$ cat src/rtl/addr_alu_pkg.sv
package addr_alu_pkg;
    parameter int XLEN   = 32;
    parameter int RIDX_W = 4;
    parameter int OP_W   = 4;
    parameter int SH_W   = 2;
    localparam int BIT_TO_BYTE = 3;
    localparam int ALIGN_BITS  = 2;

    typedef enum logic [OP_W-1:0] {
        OP_AADD   = 4'd0,
        OP_ASUB   = 4'd1,
        OP_SCADD  = 4'd2,
        OP_BITADD = 4'd3,
        OP_CMPEQ  = 4'd4,
        OP_CMPNE  = 4'd5,
        OP_CMPGEU = 4'd6,
        OP_CMPLTU = 4'd7,
        OP_ZEQ    = 4'd8,
        OP_ZNE    = 4'd9,
        OP_MOVDA  = 4'd10,
        OP_MOVAA  = 4'd11,
        OP_MOVAD  = 4'd12
    } aop_e;

    typedef enum logic [1:0] {
        TGT_NONE = 2'd0,
        TGT_ADDR = 2'd1,
        TGT_DATA = 2'd2
    } tgt_e;

    typedef struct packed {
        tgt_e              tgt;
        logic [RIDX_W-1:0] idx;
        logic [XLEN-1:0]   data;
    } wb_s;

    function automatic tgt_e op_target(input logic [OP_W-1:0] code);
        case (code)
            OP_AADD, OP_ASUB, OP_SCADD, OP_BITADD,
            OP_MOVDA, OP_MOVAA:                          return TGT_ADDR;
            OP_CMPEQ, OP_CMPNE, OP_CMPGEU, OP_CMPLTU,
            OP_ZEQ, OP_ZNE, OP_MOVAD:                    return TGT_DATA;
            default:                                     return TGT_NONE;
        endcase
    endfunction

    function automatic logic [XLEN-1:0] as_flag(input logic b);
        return {{(XLEN-1){1'b0}}, b};
    endfunction
endpackage

$ cat src/rtl/addr_alu_exec.sv
module addr_alu_exec
    import addr_alu_pkg::*;
(
    input  logic [OP_W-1:0] op,
    input  logic [SH_W-1:0] shamt,
    input  logic [XLEN-1:0] a1,
    input  logic [XLEN-1:0] a2,
    input  logic [XLEN-1:0] d1,
    input  logic [XLEN-1:0] d2,
    output logic [XLEN-1:0] result
);
    localparam logic [XLEN-1:0] ALIGN_MASK = ~((XLEN'(1) << ALIGN_BITS) - XLEN'(1));

    logic [XLEN-1:0] scaled;
    logic [XLEN-1:0] byte_off;
    logic [XLEN-1:0] bit_sum;
    logic            is_cmp;

    always_comb begin
        scaled   = d1 << shamt;
        byte_off = XLEN'($signed(d1) >>> BIT_TO_BYTE);
        bit_sum  = a2 + byte_off;
    end

    always_comb begin
        is_cmp = 1'b0;
        case (op)
            OP_AADD:   result = a1 + a2;
            OP_ASUB:   result = a1 - a2;
            OP_SCADD:  result = a2 + scaled;
            OP_BITADD: result = bit_sum & ALIGN_MASK;
            OP_CMPEQ:  begin result = as_flag(a1 == a2); is_cmp = 1'b1; end
            OP_CMPNE:  begin result = as_flag(a1 != a2); is_cmp = 1'b1; end
            OP_CMPGEU: begin result = as_flag(a1 >= a2); is_cmp = 1'b1; end
            OP_CMPLTU: begin result = as_flag(a1 <  a2); is_cmp = 1'b1; end
            OP_ZEQ:    begin result = as_flag(a1 == '0); is_cmp = 1'b1; end
            OP_ZNE:    begin result = as_flag(a1 != '0); is_cmp = 1'b1; end
            OP_MOVDA:  result = d2;
            OP_MOVAA:  result = a2;
            OP_MOVAD:  result = a2;
            default:   result = '0;
        endcase
    end

    always_comb begin
        if (is_cmp) begin
            AST_FLAG_ONE_BIT: assert (result[XLEN-1:1] == '0);
        end
    end
endmodule

$ cat src/rtl/addr_alu_wb.sv
module addr_alu_wb
    import addr_alu_pkg::*;
(
    input  logic              clk,
    input  logic              rst,
    input  logic              in_valid,
    input  wb_s               nxt,
    output logic              out_valid,
    output logic              wr_a_en,
    output logic              wr_d_en,
    output logic [RIDX_W-1:0] wr_idx,
    output logic [XLEN-1:0]   wr_data
);
    wb_s  held;
    logic vld_q;

    always_ff @(posedge clk) begin
        if (rst) begin
            vld_q <= 1'b0;
            held  <= '{tgt: TGT_NONE, idx: '0, data: '0};
        end else begin
            vld_q <= in_valid;
            if (in_valid) held <= nxt;
            else          held.tgt <= TGT_NONE;
        end
    end

    always_comb begin
        out_valid = vld_q;
        wr_a_en   = vld_q && (held.tgt == TGT_ADDR);
        wr_d_en   = vld_q && (held.tgt == TGT_DATA);
        wr_idx    = held.idx;
        wr_data   = held.data;
    end

    AST_ONE_TARGET: assert property (@(posedge clk) disable iff (rst)
        !(wr_a_en && wr_d_en));
    AST_EN_WITH_VALID: assert property (@(posedge clk) disable iff (rst)
        (wr_a_en || wr_d_en) |-> out_valid);
endmodule

$ cat src/rtl/addr_alu_unit.sv
module addr_alu_unit
    import addr_alu_pkg::*;
(
    input  logic              clk,
    input  logic              rst,
    input  logic              in_valid,
    input  logic [OP_W-1:0]   op,
    input  logic [RIDX_W-1:0] src1_idx,
    input  logic [RIDX_W-1:0] src2_idx,
    input  logic [RIDX_W-1:0] dst_idx,
    input  logic [SH_W-1:0]   shamt,
    output logic [RIDX_W-1:0] rd_idx1,
    output logic [RIDX_W-1:0] rd_idx2,
    input  logic [XLEN-1:0]   a_rd1,
    input  logic [XLEN-1:0]   a_rd2,
    input  logic [XLEN-1:0]   d_rd1,
    input  logic [XLEN-1:0]   d_rd2,
    output logic              out_valid,
    output logic              wr_a_en,
    output logic              wr_d_en,
    output logic [RIDX_W-1:0] wr_idx,
    output logic [XLEN-1:0]   wr_data
);
    logic [XLEN-1:0] result;
    wb_s             nxt;

    assign rd_idx1 = src1_idx;
    assign rd_idx2 = src2_idx;

    addr_alu_exec u_exec (
        .op     (op),
        .shamt  (shamt),
        .a1     (a_rd1),
        .a2     (a_rd2),
        .d1     (d_rd1),
        .d2     (d_rd2),
        .result (result)
    );

    always_comb begin
        nxt.tgt  = op_target(op);
        nxt.idx  = dst_idx;
        nxt.data = result;
    end

    addr_alu_wb u_wb (
        .clk       (clk),
        .rst       (rst),
        .in_valid  (in_valid),
        .nxt       (nxt),
        .out_valid (out_valid),
        .wr_a_en   (wr_a_en),
        .wr_d_en   (wr_d_en),
        .wr_idx    (wr_idx),
        .wr_data   (wr_data)
    );

    AST_BAD_OP_SILENT: assert property (@(posedge clk) disable iff (rst)
        (in_valid && op > OP_W'(12)) |=> (out_valid && !wr_a_en && !wr_d_en));
    AST_GOOD_OP_WRITES: assert property (@(posedge clk) disable iff (rst)
        (in_valid && op <= OP_W'(12)) |=> (wr_a_en || wr_d_en));
    AST_IDX_FOLLOWS: assert property (@(posedge clk) disable iff (rst)
        in_valid |=> (out_valid && wr_idx == $past(dst_idx)));
    AST_IDLE_QUIET: assert property (@(posedge clk) disable iff (rst)
        !in_valid |=> (!out_valid && !wr_a_en && !wr_d_en));
    AST_RESET_CLEAR: assert property (@(posedge clk)
        $past(rst) |-> (!out_valid && !wr_a_en && !wr_d_en));
endmodule

$ cat config.mk
export PLATFORM = sky130hd
export DESIGN_NAME = addr_alu_unit
export DESIGN_NICKNAME = d
export VERILOG_FILES = /design/src/rtl/addr_alu_pkg.sv /design/src/rtl/addr_alu_exec.sv /design/src/rtl/addr_alu_wb.sv /design/src/rtl/addr_alu_unit.sv
export SDC_FILE = /design/constraint.sdc
export NUM_CORES = 1
export LEC_CHECK = 0
export ABC_AREA = 1
export BUFFER_PORTS_ARGS = -buffer_cell sky130_fd_sc_hd__buf_2
export CORE_MARGIN = 4
export CORE_UTILIZATION = 59
export DETAILED_ROUTE_END_ITERATION = 16
export GPL_TIMING_DRIVEN = 0
export PLACE_DENSITY = 0.84
export REMOVE_ABC_BUFFERS = 1
export SLEW_MARGIN = 20
export SYNTH_ARGS = -nofsm -noshare
export SYNTH_HDL_FRONTEND = slang
export SYNTH_SLANG_ARGS = --single-unit
$ cat constraint.sdc
create_clock -name clk -period 3.85 [get_ports clk]
set_input_delay 0.385 -clock clk [delete_from_list [all_inputs] [get_ports clk]]
set_output_delay 0.385 -clock clk [all_outputs]
set_load 0.02 [all_outputs]
Yosys cells after proc, flatten, opt, wreduce, memory -nomap -nowiden --
Memories as Yosys holds them, arrays and structs flattened. A register that Yosys moved wholly into a read port is not among the register bits. Index checks and enable logic that the tools add are counted.
Storage, ports and cells: input bits 149, output and inout bits 47, bits in registers 37, memory bits (read-only) 32, memories 1
Operators by class: shift-type cells 1, magnitude comparators 2, reduce and logical (&&, ||, !) cells 7, bitwise gates (word level) 1, muxes and demuxes 1, add/sub/neg operators 4, equal/unequal tests 16
Memory list:
- (no name shown) | words 16, bits a word 2, rd ports 1, clocked after Yosys merged registers in 1, wr ports 0, line addr_alu_pkg.sv:38 | case (code)
Operators by type and width (count):
- 32-bit one-hot mux with 12 select lines | 1
- 32-bit adder | 3
- 32-bit equality test | 1
- 32-bit >= comparator | 1
- 32-bit zero test | 1
- 32-bit < comparator | 1
- 32-bit != test | 1
- 32-bit nonzero test | 1
- 32-bit by 2-bit << shifter with 32-bit output | 1
- 32-bit subtractor | 1
- 4-bit equality test, second input constant | 5
- 4-bit by 3-bit equality test with 1-bit output, second input constant | 4
- 4-bit by 2-bit equality test with 1-bit output, second input constant | 2
- 4-bit by 1-bit equality test with 1-bit output, second input constant | 1
- 4-bit zero test | 1
- 2-bit OR reduction | 2
- 2-bit by 1-bit equality test with 1-bit output, second input constant | 1
- 2-bit equality test, second input constant | 1
- 1-bit logical AND | 2
- 1-bit NOT | 1

Longest topological paths before layout --
depth after elaboration 3, mapped depth 23, mapped depth without buffers 22

Hierarchy --
A second synthesis with hierarchy kept.
Unflattened totals: cell total of the unflattened synthesis 2227, area, all modules 11128.2 um^2
By module, submodules not included:
- addr_alu_exec | cells an instance 1936, area an instance 9192.6 um^2, instances 1
- addr_alu_wb | cells an instance 276, area an instance 1846.8 um^2, instances 1
- addr_alu_unit | cells an instance 15, area an instance 88.8 um^2, instances 1

Worst setup path before layout --
Ideal clock, no wire load.
kind input to register, start point input shamt[0], end point register u_wb.held (netlist bit u_wb.wr_data[31]), slack 1.077 ns, arrival 2.640 ns, path buffers 2, stages 20, cell sequence buf_2 buf_2 mux2i_1 nand2_1 nand3_1 o21ai_0 ha_1 nand2_1 nor2_2 inv_2 nor3_1 nand2_1 nand2_1 nand2_1 nand2_1 nand2_1 nand3_1 nand2_1 o21ai_1 a21oi_1
On the way: cells in the longest elaborated chain, start to end 3
RTL lines:
- from (decl) | line addr_alu_unit.sv:11 | input logic [SH_W-1:0] shamt,
- 32-bit by 2-bit << shifter with 32-bit output | line addr_alu_exec.sv:20 | scaled = d1 << shamt;
- 32-bit adder | line addr_alu_exec.sv:30 | OP_SCADD: result = a2 + scaled;
- 32-bit one-hot mux with 12 select lines | line addr_alu_exec.sv:27 | case (op)
- to (signal assigned) | line addr_alu_wb.sv:20 | held <= '{tgt: TGT_NONE, idx: '0, data: '0};
- to (signal assigned) | line addr_alu_wb.sv:23 | if (in_valid) held <= nxt;
- to (decl) | line addr_alu_wb.sv:14 | wb_s held;
No other way between the ends. A chain may end at the register's enable or synchronous reset.

Worst setup path in the final report --
start point input op[3], end point register u_wb.held (netlist bit u_wb.wr_data[30])
On the way: cells in the longest elaborated chain, start to end 3, elaborated cells between the ends (all ways) 15, classes of those cells eq/ne: 12; mux: 1; reduce/logical: 2
RTL lines:
- from (decl) | line addr_alu_unit.sv:7 | input logic [OP_W-1:0] op,
- 4-bit equality test | line addr_alu_exec.sv:27
- 2-bit OR reduction (no source line)
- 32-bit one-hot mux with 12 select lines * | line addr_alu_exec.sv:27
Every way passes the cells marked *; elsewhere a longest branch is shown, timed or not.

==> implementation parameters <==
Parameter                              Value

Run status
  Result of the run ... completed

Yosys
  Most frequently used flop master after synthesis ... sky130_fd_sc_hd__dfxtp_1
  Sequential element share of the synthesized area ... under 10%
  Library cells used by synthesis ... 43
  Library cell occupying the most area in the post-synthesis netlist ... sky130_fd_sc_hd__nand2_1
  Synth Register Bits ... 39
  Post-synthesis cell area ... 0.0109 mm^2
  Count leader, synth ... sky130_fd_sc_hd__nand2_1
  Synthesis Warnings ... 0
  Post-synthesis async set-or-reset flop share ... 0%
  Number of flops mapped to enable cells by yosys ... 0
  Mapped Avg Cell Area ... 5.08 um^2
  Top cells by instance count after synthesis ... sky130_fd_sc_hd__nand2_1 (811), sky130_fd_sc_hd__inv_1 (373), sky130_fd_sc_hd__nand3_1 (162)
  Number of cells produced by synthesis ... between 2000 and 2500
  Proportion of netlist area held by the largest area contributor ... 28.0%
  Leading post-synthesis cells by cell area ... sky130_fd_sc_hd__nand2_1 (28%), sky130_fd_sc_hd__inv_1 (13%), sky130_fd_sc_hd__ha_1 (11%)

Power
  Static Leakage ... 7.07 nW
  Max VDD drop ... between 0.15 and 0.2 mV
  Power after layout ... around 2.5 mW
  Pwr per Cell Area ... 210 mW/mm^2

Global route
  Pin count of the biggest net entering global routing ... 41
  Vias in the first global route ... 12275
  Number of antenna violations at the first check in global routing ... 0
  First-pass GRT wire length ... 62500 um
  Total GRT Usage ... between 30 and 40%
  Total global routing overflow ... 0

Flow run
  Max-cap violations ... 0

Die
  Initial standard-cell utilization of the core ... 60.3%
  Die width ... 144 um
  Die footprint ... 0.0207 mm^2
  Area inside the core boundary ... ~0.018 mm^2
  I/O pin cnt ... around 200
  Cell Rows ... 49
  Height of the chip ... between 100 and 150 um

Hold path
  Worst hold path class ... in -> reg

Place
  Total placed instance area ... between 0.01 and 0.015 mm^2
  RePlAce Congestion ... between 1 and 1.5
  Detailed placement HPWL ... about 34000 um
  Post-Place Worst Slack ... -257 ps
  PortBufs ... between 150 and 200

Finish
  Inserted Diodes ... 0
  Net count reported at finish ... 2490
  Final non-filler cell area ... between 0.01 and 0.015 mm^2
  Proportion of layout cells with a drive suffix above 1 ... 11.3%
  Area added between synthesis and finish ... 9.20%

Clock tree
  Clock-pin slew on the worst setup and hold paths ... roughly 70 ps
  Num CTS Buffers ... 5
  CTS max path bufs ... 2
  Count of hold buffers inserted by post-cts repair ... 0
  Insertion delay of the later-clocked pin in the worst-skew pair ... ~300 ps
  Sink count of the clock tree ... 39
  Clock tree from TritonCTS ... yes
  Number of levels in the clock H-tree ... 2
  Clock root buffer ... sky130_fd_sc_hd__clkbuf_16

STA
  Minimum clock period ... between 3000 and 4000 ps
  RSZ-0062 raised after global routing ... false
  Sum of negative setup slack ... 0 ps
  Worst-case clock skew ... 0 ps
  Achievable Freq ... roughly 0.29 GHz
  Setup violation total in the final timing report ... 0
  Max-slew headroom ... 39.8%
  Worst Hold Slack ... 331 ps
  Fin crit share ... approximately nine tenths
  Setup slack of the critical path after layout ... approximately 380 ps
  Worst Tran Pin Value ... between 900 and 1000 ps
  Final Hold Fails ... 0
  Final Slew Violations ... 0

Detailed routing
  Via total after detailed routing ... ~14000
  Average via count per standard cell ... 5.58
  Post-detailed-route DRC marker count ... 0
  Number of violations reported at the end of detailed-routing iteration 0 ... approximately 1200
  Pre-Repair DR Iteration Count ... 8
  DRT antenna net count ... 0
  Wire length per cell ... 16.6 um
  Total Routed Length ... approximately 40000 um

Worst setup path
  Type of element launching the critical path ... input pin
  Path type of the worst setup path ... in -> reg
  Largest fanout on the critical path ... 13
  CP endpoint kind ... flip-flop
  Data required time at the worst endpoint ... between 3000 and 4000 ps
  CP arrival ... between 3000 and 4000 ps
[worst paths after layout]
| check | startpoint | endpoint | slack [ps] | cells past startpoint |
|---|---|---|---|---|
| max | op[3] | u_wb.wr_data[30] | 380 | 18 |
| min | dst_idx[1] | u_wb.wr_idx[1] | 330 | 3 |
| max reg2reg | u_wb.wr_data[22] | u_wb.wr_data[22] | 3150 | 2 |
| min reg2reg | u_wb.wr_data[16] | u_wb.wr_data[16] | 460 | 2 |
[registers in the layout (all words and copies together), names as in the netlist]
| signal | flops |
|---|---|
| u_wb.held | 2 |
| u_wb.wr_idx | 4 |
| u_wb.out_valid | 1 |
| u_wb.wr_data | 32 |
[through the flow]
| stage | util, % | cells |
|---|---|---|
| after global routing | 65.9 | 2476 |
| final | 65.9 | 2476 |
| after global placement | 64.0 | 2460 |
| after floorplan | - | 2052 |
| after detailed placement | 64.7 | 2464 |
| after CTS | 65.6 | 2472 |
[power breakdown]
group | switching [mW] | leakage, nW | total, mW | internal (mW)
logic | 1.03 | 6.67 | 1.54 | 0.510
clock network | 0.213 | 0.0838 | 0.520 | 0.307
registers | 0.0118 | 0.318 | 0.438 | 0.426
[layout make-up]
class | instances | area [um^2]
timing repair buffer | 185 | 1030
inverter | 390 | 1470
clock buffer | 5 | 125
tap | 229 | 287
sequential | 39 | 781
fill | 1898 | 6150
timing repair inverter | 1 | 5.00
multi-input combinational | 1624 | 8140
clock inverter | 3 | 43.8
[layout by cell type (no fill, tap or decap), types with 3 or more instances in the layout]
| cell type | count |
|---|---|
| sky130_fd_sc_hd__a21boi_0 | 3 |
| sky130_fd_sc_hd__a21boi_1 | 5 |
| sky130_fd_sc_hd__a21oi_1 | 118 |
| sky130_fd_sc_hd__a22oi_1 | 30 |
| sky130_fd_sc_hd__and2_1 | 4 |
| sky130_fd_sc_hd__and3_1 | 4 |
| sky130_fd_sc_hd__buf_16 | 3 |
| sky130_fd_sc_hd__buf_2 | 177 |
| sky130_fd_sc_hd__clkbuf_16 | 5 |
| sky130_fd_sc_hd__dfxtp_1 | 39 |
| sky130_fd_sc_hd__ha_1 | 93 |
| sky130_fd_sc_hd__inv_1 | 372 |
| sky130_fd_sc_hd__inv_2 | 16 |
| sky130_fd_sc_hd__mux2i_1 | 16 |
| sky130_fd_sc_hd__nand2_1 | 811 |
| sky130_fd_sc_hd__nand2_2 | 14 |
| sky130_fd_sc_hd__nand3_1 | 162 |
| sky130_fd_sc_hd__nand3b_1 | 21 |
| sky130_fd_sc_hd__nand4_1 | 39 |
| sky130_fd_sc_hd__nor2_1 | 145 |
| sky130_fd_sc_hd__nor2_2 | 10 |
| sky130_fd_sc_hd__nor2_4 | 3 |
| sky130_fd_sc_hd__nor3_1 | 15 |
| sky130_fd_sc_hd__o211ai_1 | 8 |
| sky130_fd_sc_hd__o21ai_0 | 63 |
| sky130_fd_sc_hd__o21ai_1 | 15 |
| sky130_fd_sc_hd__o21bai_1 | 8 |
| sky130_fd_sc_hd__o22ai_1 | 4 |
| sky130_fd_sc_hd__or2_1 | 3 |
| sky130_fd_sc_hd__or2_2 | 11 |
| sky130_fd_sc_hd__xnor2_1 | 3 |
| sky130_fd_sc_hd__xor2_1 | 3 |
[cells by family after synthesis]
family	count (synthesis)	synth area share, %
fa+ha+maj	95	11.1
xor+xnor	6	0.483
compound gates	259	13.4
simple gates	1247	48.2
flops	39	7.18
buf+inv	476	18.2
mux	16	1.47
[timing repair]
item | in CTS | in global routing
hold endpoints to repair | 0 | 0
gates resized for setup | 0 | 4
buffers inserted | 0 | 2
endpoints found under the setup margin | 0 | 25
[critical path: stages]
cell and delay (ps):
sky130_fd_sc_hd__buf_2 160, sky130_fd_sc_hd__nor2_4 140, sky130_fd_sc_hd__nand2_2 240, sky130_fd_sc_hd__nor2_2 650, sky130_fd_sc_hd__o21ai_0 280, sky130_fd_sc_hd__fa_1 480, sky130_fd_sc_hd__nand3_1 120, sky130_fd_sc_hd__nand3_2 140
sky130_fd_sc_hd__nand2_1 100, sky130_fd_sc_hd__nand2_1 80, sky130_fd_sc_hd__nand2_1 70, sky130_fd_sc_hd__nand2_1 140, sky130_fd_sc_hd__nand2_1 130, sky130_fd_sc_hd__nand3_1 80, sky130_fd_sc_hd__nand3_1 110, sky130_fd_sc_hd__nand2_1 80
sky130_fd_sc_hd__o21ai_1 140, sky130_fd_sc_hd__a21oi_1 90
[layer usage]
metal / up-vias / routed length, um / GRT usage [%]
li1: 6928 / - / -
met1: 5961 / 16600 / 49.0
met4: 0 / 3550 / 27.3
met3: 161 / 3890 / 4.03
met2: 774 / 17100 / 60.4
met5: - / 0 / 0
No activity file was read; power rests on OpenSTA's default activity.
